==> config.mk <==
export PLATFORM = sky130hd
export DESIGN_NAME = agu_top
export DESIGN_NICKNAME = d
export VERILOG_FILES = /design/src/rtl/agu_pkg.sv /design/src/rtl/agu_regbank.sv /design/src/rtl/agu_addr_form.sv /design/src/rtl/agu_io_window.sv /design/src/rtl/agu_top.sv
export SDC_FILE = /design/constraint.sdc
export NUM_CORES = 1
export LEC_CHECK = 0
export ABC_AREA = 1
export BUFFER_PORTS_ARGS = -buffer_cell sky130_fd_sc_hd__buf_2
export CELL_PAD_IN_SITES_DETAIL_PLACEMENT = 1
export CELL_PAD_IN_SITES_GLOBAL_PLACEMENT = 1
export CORE_UTILIZATION = 39
export DETAILED_ROUTE_END_ITERATION = 10
export GPL_ROUTABILITY_DRIVEN = 0
export GPL_TIMING_DRIVEN = 0
export PLACE_DENSITY = 0.92
export SLEW_MARGIN = 10
export SYNTH_ARGS = -nofsm -noshare
export SYNTH_HDL_FRONTEND = slang
export SYNTH_SLANG_ARGS = --single-unit
==> constraint.sdc <==
create_clock -name clk -period 3.8 [get_ports clk]
set_input_delay 0.38 -clock clk [delete_from_list [all_inputs] [get_ports clk]]
set_output_delay 0.38 -clock clk [all_outputs]
set_load 0.02 [all_outputs]
==> src/rtl/agu_pkg.sv <==
package agu_pkg;
   typedef enum logic [1:0] {
      PM_HOLD  = 2'b00,
      PM_INC   = 2'b01,
      PM_DEC   = 2'b10,
      PM_HOLD2 = 2'b11
   } postmod_e;
endpackage

==> src/rtl/agu_regbank.sv <==
module agu_regbank #(
   parameter int DW     = 16,
   parameter int NUM_AR = 6,
   parameter int SEL_W  = 3
) (
   input  logic                 clk,
   input  logic                 rst_n,
   input  logic                 upd_en,
   input  logic [SEL_W-1:0]     upd_sel,
   input  logic [DW-1:0]        upd_val,
   input  logic                 ld_en,
   input  logic [SEL_W-1:0]     ld_sel,
   input  logic [DW-1:0]        ld_val,
   input  logic                 wr_en,
   input  logic [SEL_W-1:0]     wr_sel,
   input  logic [DW-1:0]        wr_val,
   output logic [NUM_AR*DW-1:0] ar_flat
);
   for (genvar i = 0; i < NUM_AR; i++) begin : g_ar
      localparam logic [SEL_W-1:0] MY_ID = SEL_W'(i);
      logic [DW-1:0] r_q;
      always_ff @(posedge clk) begin
         if (!rst_n)
            r_q <= '0;
         else if (wr_en && wr_sel == MY_ID)
            r_q <= wr_val;
         else if (ld_en && ld_sel == MY_ID)
            r_q <= ld_val;
         else if (upd_en && upd_sel == MY_ID)
            r_q <= upd_val;
      end
      assign ar_flat[i*DW +: DW] = r_q;
   end
endmodule

==> src/rtl/agu_addr_form.sv <==
module agu_addr_form
   import agu_pkg::*;
#(
   parameter int DW     = 16,
   parameter int NUM_AR = 6,
   parameter int SEL_W  = 3,
   parameter int DIR_W  = 12
) (
   input  logic [NUM_AR*DW-1:0] ar_flat,
   input  logic                 indirect,
   input  logic [SEL_W-1:0]     sel,
   input  logic [DIR_W-1:0]     dir,
   input  logic [1:0]           mod,
   output logic [DW-1:0]        eff_addr,
   output logic                 upd_req,
   output logic [DW-1:0]        upd_val
);
   logic [DW-1:0] cur;
   logic          sel_ok;
   postmod_e      pm;

   always_comb begin
      cur    = '0;
      sel_ok = 1'b0;
      for (int i = 0; i < NUM_AR; i++) begin
         if (sel == SEL_W'(i)) begin
            cur    = ar_flat[i*DW +: DW];
            sel_ok = 1'b1;
         end
      end
   end

   assign pm       = postmod_e'(mod);
   assign eff_addr = indirect ? cur : DW'(dir);

   always_comb begin
      unique case (pm)
         PM_INC:  upd_val = cur + DW'(1);
         PM_DEC:  upd_val = cur - DW'(1);
         default: upd_val = cur;
      endcase
   end

   assign upd_req = indirect && sel_ok && (pm == PM_INC || pm == PM_DEC);
endmodule

==> src/rtl/agu_io_window.sv <==
module agu_io_window #(
   parameter int DW    = 16,
   parameter int N_IN  = 1,
   parameter int N_OUT = 1
) (
   input  logic                clk,
   input  logic                rst_n,
   input  logic                acc_valid,
   input  logic                acc_rd,
   input  logic                acc_wr,
   input  logic [DW-1:0]       addr,
   input  logic [DW-1:0]       wr_data,
   input  logic [DW-1:0]       ram_rdata,
   input  logic [N_IN*DW-1:0]  port_in,
   output logic                ram_rd,
   output logic                ram_wr,
   output logic [DW-1:0]       rd_data,
   output logic [N_IN-1:0]     port_in_sel,
   output logic [N_OUT*DW-1:0] port_out,
   output logic [N_OUT-1:0]    port_out_stb
);
   localparam int NPORT = (N_IN > N_OUT) ? N_IN : N_OUT;
   localparam int IW    = (NPORT > 1) ? $clog2(NPORT) : 1;
   localparam logic [DW-1:0] WIN_BASE = ~DW'(NPORT - 1);

   logic          in_win;
   logic [IW-1:0] idx;
   logic [DW-1:0] addr_inv;

   assign in_win   = (addr >= WIN_BASE);
   assign addr_inv = ~addr;

   if (NPORT == 1) begin : g_idx_single
      assign idx = '0;
   end else begin : g_idx_multi
      assign idx = addr_inv[IW-1:0];
   end

   assign ram_rd = acc_valid && acc_rd && !in_win;
   assign ram_wr = acc_valid && acc_wr && !in_win;

   for (genvar k = 0; k < N_IN; k++) begin : g_in
      assign port_in_sel[k] = acc_valid && acc_rd && in_win && (idx == IW'(k));
   end

   always_comb begin
      rd_data = '0;
      if (!in_win) begin
         rd_data = ram_rdata;
      end else begin
         for (int k = 0; k < N_IN; k++)
            if (idx == IW'(k)) rd_data = port_in[k*DW +: DW];
      end
   end

   for (genvar k = 0; k < N_OUT; k++) begin : g_out
      logic          hit;
      logic [DW-1:0] data_q;
      logic          stb_q;
      assign hit = acc_valid && acc_wr && in_win && (idx == IW'(k));
      always_ff @(posedge clk) begin
         if (!rst_n) begin
            data_q <= '0;
            stb_q  <= 1'b0;
         end else begin
            stb_q <= hit;
            if (hit) data_q <= wr_data;
         end
      end
      assign port_out[k*DW +: DW] = data_q;
      assign port_out_stb[k]      = stb_q;
   end
endmodule

==> src/rtl/agu_top.sv <==
module agu_top #(
   parameter int DW     = 16,
   parameter int NUM_AR = 6,
   parameter int SEL_W  = 3,
   parameter int DIR_W  = 12,
   parameter int N_IN   = 1,
   parameter int N_OUT  = 1
) (
   input  logic                clk,
   input  logic                rst_n,
   input  logic                acc_valid,
   input  logic                acc_indirect,
   input  logic [DIR_W-1:0]    acc_dir,
   input  logic [SEL_W-1:0]    acc_sel,
   input  logic [1:0]          acc_mod,
   input  logic                acc_rd,
   input  logic                acc_wr,
   input  logic [DW-1:0]       wr_data,
   input  logic                ar_wr_en,
   input  logic [SEL_W-1:0]    ar_wr_sel,
   input  logic [DW-1:0]       ar_wr_data,
   input  logic                ar_ld_en,
   input  logic [SEL_W-1:0]    ar_ld_sel,
   input  logic [DW-1:0]       ram_rdata,
   input  logic [N_IN*DW-1:0]  port_in,
   output logic [DW-1:0]       ram_addr,
   output logic                ram_rd,
   output logic                ram_wr,
   output logic [DW-1:0]       ram_wdata,
   output logic [DW-1:0]       rd_data,
   output logic [N_IN-1:0]     port_in_sel,
   output logic [N_OUT*DW-1:0] port_out,
   output logic [N_OUT-1:0]    port_out_stb
);
   if (DW < DIR_W) begin : g_chk_dir
      $error("agu_top: DW must be at least DIR_W");
   end
   if (NUM_AR < 1 || NUM_AR > (1 << SEL_W)) begin : g_chk_sel
      $error("agu_top: NUM_AR must fit in SEL_W select bits");
   end
   if (N_IN < 1 || N_OUT < 1) begin : g_chk_ports
      $error("agu_top: at least one input and one output port");
   end

   logic [NUM_AR*DW-1:0] ar_flat;
   logic                 form_upd;
   logic [DW-1:0]        upd_val;

   agu_addr_form #(
      .DW(DW), .NUM_AR(NUM_AR), .SEL_W(SEL_W), .DIR_W(DIR_W)
   ) u_form (
      .ar_flat  (ar_flat),
      .indirect (acc_indirect),
      .sel      (acc_sel),
      .dir      (acc_dir),
      .mod      (acc_mod),
      .eff_addr (ram_addr),
      .upd_req  (form_upd),
      .upd_val  (upd_val)
   );

   agu_regbank #(
      .DW(DW), .NUM_AR(NUM_AR), .SEL_W(SEL_W)
   ) u_bank (
      .clk     (clk),
      .rst_n   (rst_n),
      .upd_en  (acc_valid && form_upd),
      .upd_sel (acc_sel),
      .upd_val (upd_val),
      .ld_en   (acc_valid && ar_ld_en),
      .ld_sel  (ar_ld_sel),
      .ld_val  (rd_data),
      .wr_en   (ar_wr_en),
      .wr_sel  (ar_wr_sel),
      .wr_val  (ar_wr_data),
      .ar_flat (ar_flat)
   );

   agu_io_window #(
      .DW(DW), .N_IN(N_IN), .N_OUT(N_OUT)
   ) u_io (
      .clk          (clk),
      .rst_n        (rst_n),
      .acc_valid    (acc_valid),
      .acc_rd       (acc_rd),
      .acc_wr       (acc_wr),
      .addr         (ram_addr),
      .wr_data      (wr_data),
      .ram_rdata    (ram_rdata),
      .port_in      (port_in),
      .ram_rd       (ram_rd),
      .ram_wr       (ram_wr),
      .rd_data      (rd_data),
      .port_in_sel  (port_in_sel),
      .port_out     (port_out),
      .port_out_stb (port_out_stb)
   );

   assign ram_wdata = wr_data;
endmodule

==> flow_metrics.env, run 1 <==
export IMPL_syn_to_final_growth_pct=22.5
export IMPL_timing_hold_violations_final=0
export IMPL_cts_tree="done"
export IMPL_synth_cells=1393
export IMPL_avgRoutedWirePerCell_um=23.2
export IMPL_hpwl_um=32400
export IMPL_die_area_um2=22200
export IMPL_ys_flop_type="dfxtp_1"
export IMPL_fmax_mhz=266
export IMPL_busiest_layer="met2"
export IMPL_drv_cap=0
export IMPL_root_buffer="clkbuf_16"
export IMPL_ff2ff_path_depth=19
export IMPL_final_seq_area_um2=2260
export IMPL_detail_route_antenna_nets=0
export IMPL_ys_seq_area_share_pct=26.9
export IMPL_hold_path_class="in2reg"
export IMPL_worstPathRequired_ns=3.42
export IMPL_crit_chain="buf_2, nand2_1, nor2_2, buf_2, nand2_1, nand4_1, a21oi_1, nand3_1, nand2_1, nor2_1, nand2_1, nor2_4, nand2_4, clkinv_2, buf_6, nand2_1, nand2_2, buf_2"
export IMPL_first_iter_violations=1265
export IMPL_clock_latency_ns=0.45
export IMPL_ios=163
export IMPL_crit_path_start_kind="primary input"
export IMPL_use_met1_pct=46.8
export IMPL_hold_start="wr_data[8]"
export IMPL_antenna_found_initial=0
export IMPL_grt_overflow_total=0
export IMPL_r2r_start="u_bank.g_ar[4].r_q[4]"
export IMPL_cts_sinks=113
export IMPL_p_leak_nw=4.97
export IMPL_ir_drop_mv=0.305
export IMPL_postSynth_asyncResetShare_pct=0
export IMPL_cts_path_max_buffers=2
export IMPL_critPathKind="in2out"
export IMPL_row_count=53
export IMPL_cts_inserted_buffers=17
export IMPL_endpoint_kind="output port"
export IMPL_syn_num_nets=1503
export IMPL_drc_errors=0
export IMPL_drv_slew=0
export IMPL_netlist_cell_type_count=43
export IMPL_crit_path_start="acc_sel[0]"
export IMPL_cts_htree_levels=4
export IMPL_critPathMaxStageDelay_ns=0.35
export IMPL_design_area_um2=10300
export IMPL_multiInputGateArea_um2=5220
export IMPL_die_h_um=149
export IMPL_ctsHoldBuffers=0
export IMPL_synth_enable_flop_cells=0
export IMPL_setup_viol=0
export IMPL_ys_warn_count=0
export IMPL_grt_use_met3_pct=9.97
export IMPL_grt_max_degree=21
export IMPL_core_area_um2=21100
export IMPL_maxSlewHeadroom_pct=12.1
export IMPL_grt_pass1_vias=11803
export IMPL_rsz0062_at_grt="yes"
export IMPL_arrival_ns=3.38
export IMPL_power_density_nw_per_um2=386
export IMPL_layout_drive_gt1_share_pct=17.3
export IMPL_die_x_um=149
export IMPL_worstPathMaxFanout=10
export IMPL_nFillCells=2992
export IMPL_clk_pin_slew_worst_paths_ns=0.06
export IMPL_grt_first_pass_wirelength_um=64800
export IMPL_drt_wl_total_um=43300
export IMPL_synthesis_area_um2=8410
export IMPL_initial_core_util_pct=39.9
export IMPL_ys_seq_elements=113
export IMPL_clock_skew_ns=0.0122
export IMPL_grt_usage_pct=38.9
export IMPL_status="complete, no violations"
export IMPL_setup_tns_ns=0
export IMPL_synth_avg_cell_area_um2=6.04
export IMPL_firstDrtPassIters=6
export IMPL_period_share_pct=98.9
export IMPL_vias_per_cell=6.28
export IMPL_placed_cell_area_um2=9560
export IMPL_grtUsageMet2_pct=60.7
export IMPL_vias=11727
export IMPL_worst_pin_slew_ns=1.31
export IMPL_port_buffers=160
export IMPL_holdPathStages=3
export IMPL_fin_nets=1688
export IMPL_n_antenna_cell=0
export IMPL_fin_crit_ns=3.76
export IMPL_crit_slowest_cell="buf_2"
export IMPL_cpMostUsedCell="nand2_1"
export IMPL_power_mw=3.98
-- placed cells by master, fill, tap and decap left out, types with 14 or more instances in the layout --
cell type,n
nand3_1,112
inv_1,139
a31oi_1,19
buf_4,26
buf_2,165
o211ai_1,19
ha_1,14
o21ai_0,128
o21bai_1,14
clkbuf_16,17
a21oi_1,178
nand2_2,15
nand4_1,25
o21ai_1,15
dfxtp_1,113
nand2_1,339
nor2_1,94
clkbuf_1,55
a211oi_1,16
-- critical path, delay by kind of cell --
family / cells / cell delay, ns
AND/OR/NAND/NOR: 12 / 1.84
AO/OA/AOI/OAI: 1 / 0.09
buffers and inverters: 5 / 1.05
-- Yosys cell counts (2+ instances only) --
cell / number / share of area (%)
a211oi_1: 16 / 1.4
a21o_1: 2 / 0.18
a21oi_1: 179 / 11
a221oi_1: 3 / 0.31
a31oi_1: 19 / 1.4
buf_1: 2 / 0.089
buf_2: 5 / 0.30
buf_4: 20 / 1.8
buf_6: 3 / 0.40
clkbuf_1: 55 / 2.5
clkinv_1: 2 / 0.089
dfxtp_1: 113 / 27
ha_1: 14 / 2.1
inv_1: 140 / 6.2
inv_2: 4 / 0.18
nand2_1: 348 / 16
nand2_2: 8 / 0.59
nand2_4: 2 / 0.27
nand3_1: 113 / 6.7
nand3_2: 2 / 0.24
nand4_1: 25 / 1.9
nor2_1: 94 / 4.2
nor2_2: 3 / 0.22
nor2_4: 2 / 0.27
nor3_1: 9 / 0.54
nor3_4: 2 / 0.39
o211ai_1: 19 / 1.7
o21ai_0: 130 / 7.7
o21ai_1: 13 / 0.77
o21bai_1: 15 / 1.3
o221ai_1: 8 / 0.83
or2_2: 10 / 0.74
xor2_1: 3 / 0.31
-- area by class of cell --
class	count	area share, %
multi-input combinational	1048	50.7
sequential	113	22.0
timing repair buffer	166	8.21
inverter	147	5.37
clock buffer	18	4.26
buffer	85	4.10
tap	275	3.34
clock inverter	14	2.06
-- timing repair --
action	in CTS	in global routing
resized for setup	7	11
setup buffers	3	3
gates cloned	0	0
pin swaps	2	2
setup endpoints to repair	9	41
-- worst paths after layout --
check / to / slack, ns
worst max-delay path: rd_data[12] / 0.04
worst min-delay path: u_io.port_out[8] / 0.23
worst max register to register: u_bank.g_ar[4].r_q[15] / 0.57
worst min register to register: u_io.port_out[3] / 0.46
-- metal layers --
metal / part of all wire, % / up-vias
met2: 43 / 919
li1: - / 5042
met3: 12 / 263
met1: 38 / 5503
met5: 0 / -
met4: 7.5 / 0
-- stage by stage --
step                      setup WS, ns  hold WS (ns)  util [%]  cells
final                           0.0403         0.229      48.9   1866
after global routing           -0.0739         0.243      48.9   1866
after CTS                       0.0430         0.238      48.6   1863
after detailed placement        -0.308         0.454      45.3   1828
after global placement          -0.232         0.441      45.3   1828
after floorplan                  0.889         0.445         -   1393
-- cell families after synthesis --
| logic type | share of synthesized area, % |
|---|---|
| compound gates | 26.5 |
| fa+ha+maj | 2.32 |
| simple gates | 32.2 |
| flops | 26.9 |
| xor+xnor | 0.417 |
| buf+inv | 11.6 |
-- where the power goes --
group | internal [mW] | switching (mW) | total (mW)
logic | 0.262 | 0.615 | 0.877
clock network | 1.18 | 0.649 | 1.82
registers | 1.24 | 0.0318 | 1.27
total | 2.68 | 1.30 | 3.98
-- flip-flops by register name, summed over array words and instances, names as in the netlist --
register and cells:
u_io.port_out 16, u_io.port_out_stb 1, u_bank.g_ar.r_q 96
Note: power is estimated with default switching activity, not from simulation.
==> inputs of run 2 (changes only) <==
PLACE_DENSITY = 0.93   (was 0.92)
SYNTH_HIERARCHICAL = 1   (was default)
==> flow_metrics.env, run 2 <==
export IMPL_synth_cells=1675
export IMPL_cts_sinks=113
export IMPL_core_area_um2=23500
export IMPL_endpoint_kind="flop"
export IMPL_netlist_cell_type_count=48
export IMPL_ys_flop_type="dfxtp_1"
export IMPL_ir_drop_mv=0.261
export IMPL_synth_avg_cell_area_um2=5.56
export IMPL_syn_to_final_growth_pct=23.5
export IMPL_power_density_nw_per_um2=369
export IMPL_ios=163
export IMPL_first_iter_violations=1962
export IMPL_final_cell_mix="594 x nand2_1, 309 x nor2_1, 189 x buf_2"
export IMPL_ys_seq_area_share_pct=24.3
export IMPL_vias_per_cell=6.23
export IMPL_violations="negative setup slack"
export IMPL_cpMostUsedCell="nand2_1"
export IMPL_die_x_um=157
export IMPL_die_area_um2=24500
export IMPL_grtUsageMet2_pct=60.9
export IMPL_dp_cells=2155
export IMPL_port_buffers=161
export IMPL_worstPathMaxFanout=10
export IMPL_fin_crit_ns=4.18
export IMPL_hold_path_class="in2reg"
export IMPL_grt_max_degree=20
export IMPL_root_buffer="clkbuf_16"
export IMPL_reg2reg_slack_ns=-0.22
export IMPL_arrival_ns=4.54
export IMPL_synthesis_area_um2=9320
export IMPL_grt_overflow_total=0
export IMPL_clock_skew_ns=0.0150
export IMPL_crit_chain="buf_6, inv_2, buf_6, nand3_1, inv_2, buf_4, a32oi_1, nand3_1, a21oi_2, nand2_1, ha_1, nand2_1, nand2_1, a31oi_1, nand2_1, a21boi_2, nand2_1, a31oi_4, inv_2, nand2_1, nand2_1, nor2_1, nor2_1, nor2_1"
export IMPL_fin_nets=1972
export IMPL_syn_num_nets=1788
export IMPL_yosys_top_cells_count="602 x nand2_1, 311 x nor2_1, 113 x dfxtp_1"
export IMPL_firstDrtPassIters=8
export IMPL_whs_ns=0.246
export IMPL_yosysMostFrequentCell="nand2_1"
export IMPL_hold_start="rst_n"
export IMPL_fmax_mhz=239
export IMPL_rsz0062_at_grt="yes"
export IMPL_drv_slew=0
export IMPL_yosys_area_top_type="dfxtp_1"
export IMPL_antenna_found_initial=0
export IMPL_setup_viol=73
export IMPL_avgRoutedWirePerCell_um=23.7
export IMPL_clk_pin_slew_worst_paths_ns=0.06
export IMPL_n_antenna_cell=0
export IMPL_design_area_um2=11500
export IMPL_drt_wl_total_um=51900
export IMPL_drv_cap=0
export IMPL_grt_first_pass_wirelength_um=69200
export IMPL_p_leak_nw=5.70
export IMPL_hold_end="u_io/port_out[11]"
export IMPL_critPathMaxStageDelay_ns=0.34
export IMPL_largest_register="u_bank/g_ar.r_q"
export IMPL_layout_drive_gt1_share_pct=19.7
export IMPL_crit_slowest_cell="nand3_1"
export IMPL_period_share_pct=110
export IMPL_timing_hold_violations_final=0
export IMPL_yosysTopAreaCellShare_pct=24.3
export IMPL_synth_enable_flop_cells=0
export IMPL_die_h_um=157
export IMPL_clock_latency_ns=0.43
export IMPL_cts_tree="done"
export IMPL_row_count=56
export IMPL_r2r_start="u_bank/g_ar[0].r_q[1]"
export IMPL_cts_htree_levels=4
export IMPL_r2r_end="u_bank/g_ar[2].r_q[10]"
export IMPL_status="finished with violations"
export IMPL_vias=13654
export IMPL_synthTopCellsByArea="dfxtp_1 24%, nand2_1 24%, nor2_1 13%"
export IMPL_layout_setup_ws_ns=-0.377
export IMPL_initial_core_util_pct=39.7
export IMPL_final_common_cell="nand2_1"
export IMPL_worstPathRequired_ns=4.17
export IMPL_power_mw=4.24
export IMPL_ys_seq_elements=113
export IMPL_maxSlewHeadroom_pct=29.1
export IMPL_dpl_worst_slack_ns=-0.781
export IMPL_busiest_layer="met2"
export IMPL_crit_path_start_kind="primary input"
export IMPL_use_met1_pct=44.0
export IMPL_drc_errors=0
export IMPL_ff2ff_path_depth=20
export IMPL_hpwl_um=33900
export IMPL_ys_warn_count=6
export IMPL_cts_inserted_buffers=17
export IMPL_worst_pin_slew_ns=1.06
export IMPL_critPathKind="in2reg"
export IMPL_cts_path_max_buffers=2
export IMPL_postSynth_asyncResetShare_pct=0
export IMPL_detail_route_antenna_nets=0
export IMPL_placed_cell_area_um2=10500
export IMPL_grt_usage_pct=37.7
export IMPL_grt_pass1_vias=12700
export IMPL_largest_reg_flops=96
export IMPL_grt_use_met3_pct=8.53
export IMPL_finalNonFillerCells=2191
export IMPL_holdPathStages=3
[run 2: cell count changes after synthesis, moves of 16 or more]
cell      before  now
nand2_1      348  602
nor2_1        94  311
a21oi_1      179   67
o21ai_0      130   45
inv_1        140  102
o21ai_1       13   50
buf_2          5   34
o211ai_1      19    0
nand4_1       25   41
[run 2: per-stage QoR]
step           setup TNS [ns]  utilization (%)
6_report               -11.13             49.0
5_1_grt                -11.41             49.0
4_1_cts               -0.0472             47.8
3_5_place_dp           -45.64             44.8
3_3_place_gp           -32.31             44.8
2_1_floorplan               0                -
[run 2: area by class of cell]
type / count / area, µm²
clock inverters: 12 / 179
inverters: 120 / 455
multi-input cells: 1334 / 6300
plain buffers: 108 / 597
well taps: 319 / 399
clock buffers: 20 / 467
flip-flops and latches: 113 / 2260
fillers: 3335 / 12000
repair buffers: 165 / 845
[run 2: what timing repair did]
action | in CTS | in global routing
setup buffers | 1 | 3
gates resized for setup | 18 | 66
pin swaps | 1 | 10
endpoints found under the hold margin | 0 | 0
setup endpoints to repair | 77 | 109
hold buffers | 0 | 0
[run 2: how the worst max path moves through the flow]
| stage | start | to | slack, ns | depth (start not counted) |
|---|---|---|---|---|
| 3_3_place_gp | acc_sel[1] | u_bank/g_ar[5].r_q[12] | -0.64 | 24 |
| 4_1_cts | acc_sel[0] | rd_data[10] | -0.02 | 14 |
| 6_report | acc_sel[2] | u_bank/g_ar[2].r_q[10] | -0.38 | 24 |
| 5_1_grt | acc_sel[2] | u_bank/g_ar[2].r_q[10] | -0.35 | 24 |
| 2_1_floorplan | acc_sel[1] | u_bank/g_ar[2].r_q[14] | 0.50 | 22 |
| 3_5_place_dp | acc_sel[1] | u_bank/g_ar[5].r_q[12] | -0.78 | 24 |
[run 2: cells by family after synthesis]
| logic type | share of synthesized area [%] |
|---|---|
| AO/OA/AOI/OAI | 11.7 |
| XOR/XNOR | 0.846 |
| adder cells (fa/ha/maj) | 2.50 |
| buffers and inverters | 11.0 |
| flip-flops | 24.3 |
| AND/OR/NAND/NOR | 49.7 |
[run 2: critical path, delay by kind of cell]
| family | cells | cell delay (ns) |
|---|---|---|
| compound gates | 5 | 1.21 |
| fa+ha+maj | 1 | 0.31 |
| buf+inv | 6 | 0.85 |
| simple gates | 12 | 1.74 |
[run 2: power breakdown]
group / internal (mW) / leakage, nW / switching [mW]
clock: 1.15 / 0.309 / 0.649
combinational: 0.329 / 4.47 / 0.819
sequential: 1.25 / 0.920 / 0.0472
[run 2: routing by layer]
layer,wire length [µm],up-vias
met5,0,-
met4,4620,0
met3,6530,409
met2,22400,1212
met1,18300,6350
li1,-,5683
==> inputs of run 3 (changes only) <==
CORE_MARGIN = 2   (was default)
CTS_BUF_LIST = sky130_fd_sc_hd__clkbuf_2 sky130_fd_sc_hd__clkbuf_4 sky130_fd_sc_hd__clkbuf_8   (was default)
GPL_TIMING_DRIVEN = default   (was 0)
==> flow_metrics.env, run 3 (synthesis gave the netlist of run 2 again) <==
export IMPL_status="complete, no violations"
export IMPL_grt_pass1_vias=12744
export IMPL_die_x_um=159
export IMPL_dpl_worst_slack_ns=-0.0874
export IMPL_clk_pin_slew_worst_paths_ns=0.07
export IMPL_p_comb_share_pct=28.1
export IMPL_core_area_um2=23500
export IMPL_nFillCells=3376
export IMPL_cts_resized_gates=0
export IMPL_p_seq_share_pct=35.1
export IMPL_final_common_cell="nand2_1"
export IMPL_final_util_pct=46.1
export IMPL_ctsHoldBuffers=0
export IMPL_antenna_found_initial=0
export IMPL_detail_route_antenna_nets=0
export IMPL_n_antenna_cell=0
export IMPL_cts_sinks=113
export IMPL_p_int_mw=2.36
export IMPL_cts_htree_levels=4
export IMPL_drv_slew=0
export IMPL_syn_to_final_growth_pct=16.1
export IMPL_worstPathRequired_ns=3.42
export IMPL_setup_viol=0
export IMPL_crit_path_start_kind="primary input"
export IMPL_layout_drive_gt1_share_pct=17.0
export IMPL_clkPwrFrac_pct=36.8
export IMPL_vias=12372
export IMPL_post_cts_buffers=0
export IMPL_ios=163
export IMPL_avgRoutedWirePerCell_um=20.3
export IMPL_ir_drop_mv=0.212
export IMPL_die_area_um2=25100
export IMPL_largest_register="u_bank/g_ar.r_q"
export IMPL_die_h_um=159
export IMPL_worstPathMaxFanout=35
export IMPL_initial_core_util_pct=39.7
export IMPL_cts_inserted_buffers=17
export IMPL_power_mw=3.66
export IMPL_grt_max_degree=60
export IMPL_grt_overflow_total=0
export IMPL_grt_usage_pct=34.6
export IMPL_worst_pin_slew_ns=1.13
export IMPL_firstDrtPassIters=6
export IMPL_arrival_ns=3.29
export IMPL_cts_path_max_buffers=2
export IMPL_final_cell_mix="596 x nand2_1, 311 x nor2_1, 162 x buf_2"
export IMPL_hold_path_class="in2reg"
export IMPL_endpoint_kind="output port"
export IMPL_clock_latency_ns=0.48
export IMPL_cts_tree="done"
export IMPL_hpwl_um=30100
export IMPL_drv_cap=0
export IMPL_switching_share_pct=35.3
export IMPL_largest_reg_flops=96
export IMPL_grt_first_pass_wirelength_um=66800
export IMPL_period_share_pct=96.6
export IMPL_clock_skew_ns=0.0178
export IMPL_maxSlewHeadroom_pct=24.6
export IMPL_port_buffers=162
export IMPL_layout_setup_ws_ns=0.128
export IMPL_first_iter_violations=1090
export IMPL_dp_cells=2091
export IMPL_fin_crit_ns=3.67
export IMPL_root_buffer="clkbuf_8"
export IMPL_finalNonFillerCells=2123
export IMPL_drc_errors=0
export IMPL_p_leak_nw=5.40
export IMPL_critPathKind="in2out"
export IMPL_row_count=56
export IMPL_vias_per_cell=5.83
export IMPL_fmax_mhz=272
export IMPL_p_sw_mw=1.29
export IMPL_power_density_nw_per_um2=338
export IMPL_fin_nets=1904
export IMPL_drt_wl_total_um=43100
export IMPL_timing_hold_violations_final=0
## run 3: cell types whose count changed in the layout (fill, tap and decap cells not counted), moves of 5 or more
cell / before / now
inv_1: 96 / 102
o21ai_0: 39 / 45
clkbuf_1: 37 / 0
clkbuf_16: 17 / 0
buf_1: 5 / 0
clkbuf_8: 3 / 17
buf_2: 189 / 162
a21oi_1: 58 / 63
buf_6: 8 / 0
buf_4: 30 / 40
## run 3: worst max-delay path, stage by stage
cell     delay (ns)
buf_2          0.13
buf_4          0.17
nand3_2        0.09
inv_1          0.16
nand2_1        0.07
nand3_1        0.10
o21ai_0        0.09
buf_4          0.15
nand3_1        0.06
o21ai_0        0.12
buf_4          0.16
o21ai_0        0.32
nand2_1        0.09
nor2_1         0.11
nand2_1        0.09
nor2_4         0.15
buf_12         0.23
nand2_1        0.07
nand2_1        0.27
buf_2          0.24
## run 3: area by class of cell
class | instances | area (µm²) | share of cell area (%)
repair buffers | 205 | 1170 | 10.8
clock buffers | 21 | 264 | 2.44
flip-flops and latches | 113 | 2260 | 20.9
multi-input cells | 1334 | 6080 | 56.2
well taps | 319 | 399 | 3.69
inverters | 120 | 450 | 4.17
clock inverters | 11 | 186 | 1.72
## run 3: per-stage QoR
step	TNS, ns	instance area (µm²)	hold slack [ns]
2_1_floorplan	0	9320	0.475
3_3_place_gp	0	10300	0.455
3_5_place_dp	-0.515	10300	0.473
4_1_cts	0	10800	0.224
5_1_grt	-0.0835	10800	0.243
6_report	0	10800	0.240
## run 3: power groups by stage
stage	clock (mW)	sequential (mW)	combinational (mW)
after floorplan	0	1.29	0.633
after CTS	1.36	1.28	0.990
after detailed placement	0	1.31	0.974
final	1.34	1.29	1.03
after global routing	1.41	1.29	1.11
after global placement	0	1.31	0.924
## run 3: per-layer routing
metal,GRT usage (%),vias to the layer above,routed length [µm]
li1,-,5548,-
met1,39.3,5832,16400
met2,58.4,761,19900
met3,6.61,231,3520
met4,24.6,0,3290
met5,0,-,0
## run 3: final timing paths
kind	depth (start not counted)	slack, ns	startpoint	end
max reg2reg	21	0.36	u_bank/g_ar[0].r_q[3]	u_bank/g_ar[5].r_q[14]
max	20	0.13	acc_sel[1]	rd_data[4]
min reg2reg	2	0.48	u_io/port_out[3]	u_io/port_out[3]
min	5	0.24	wr_data[3]	u_io/port_out[3]
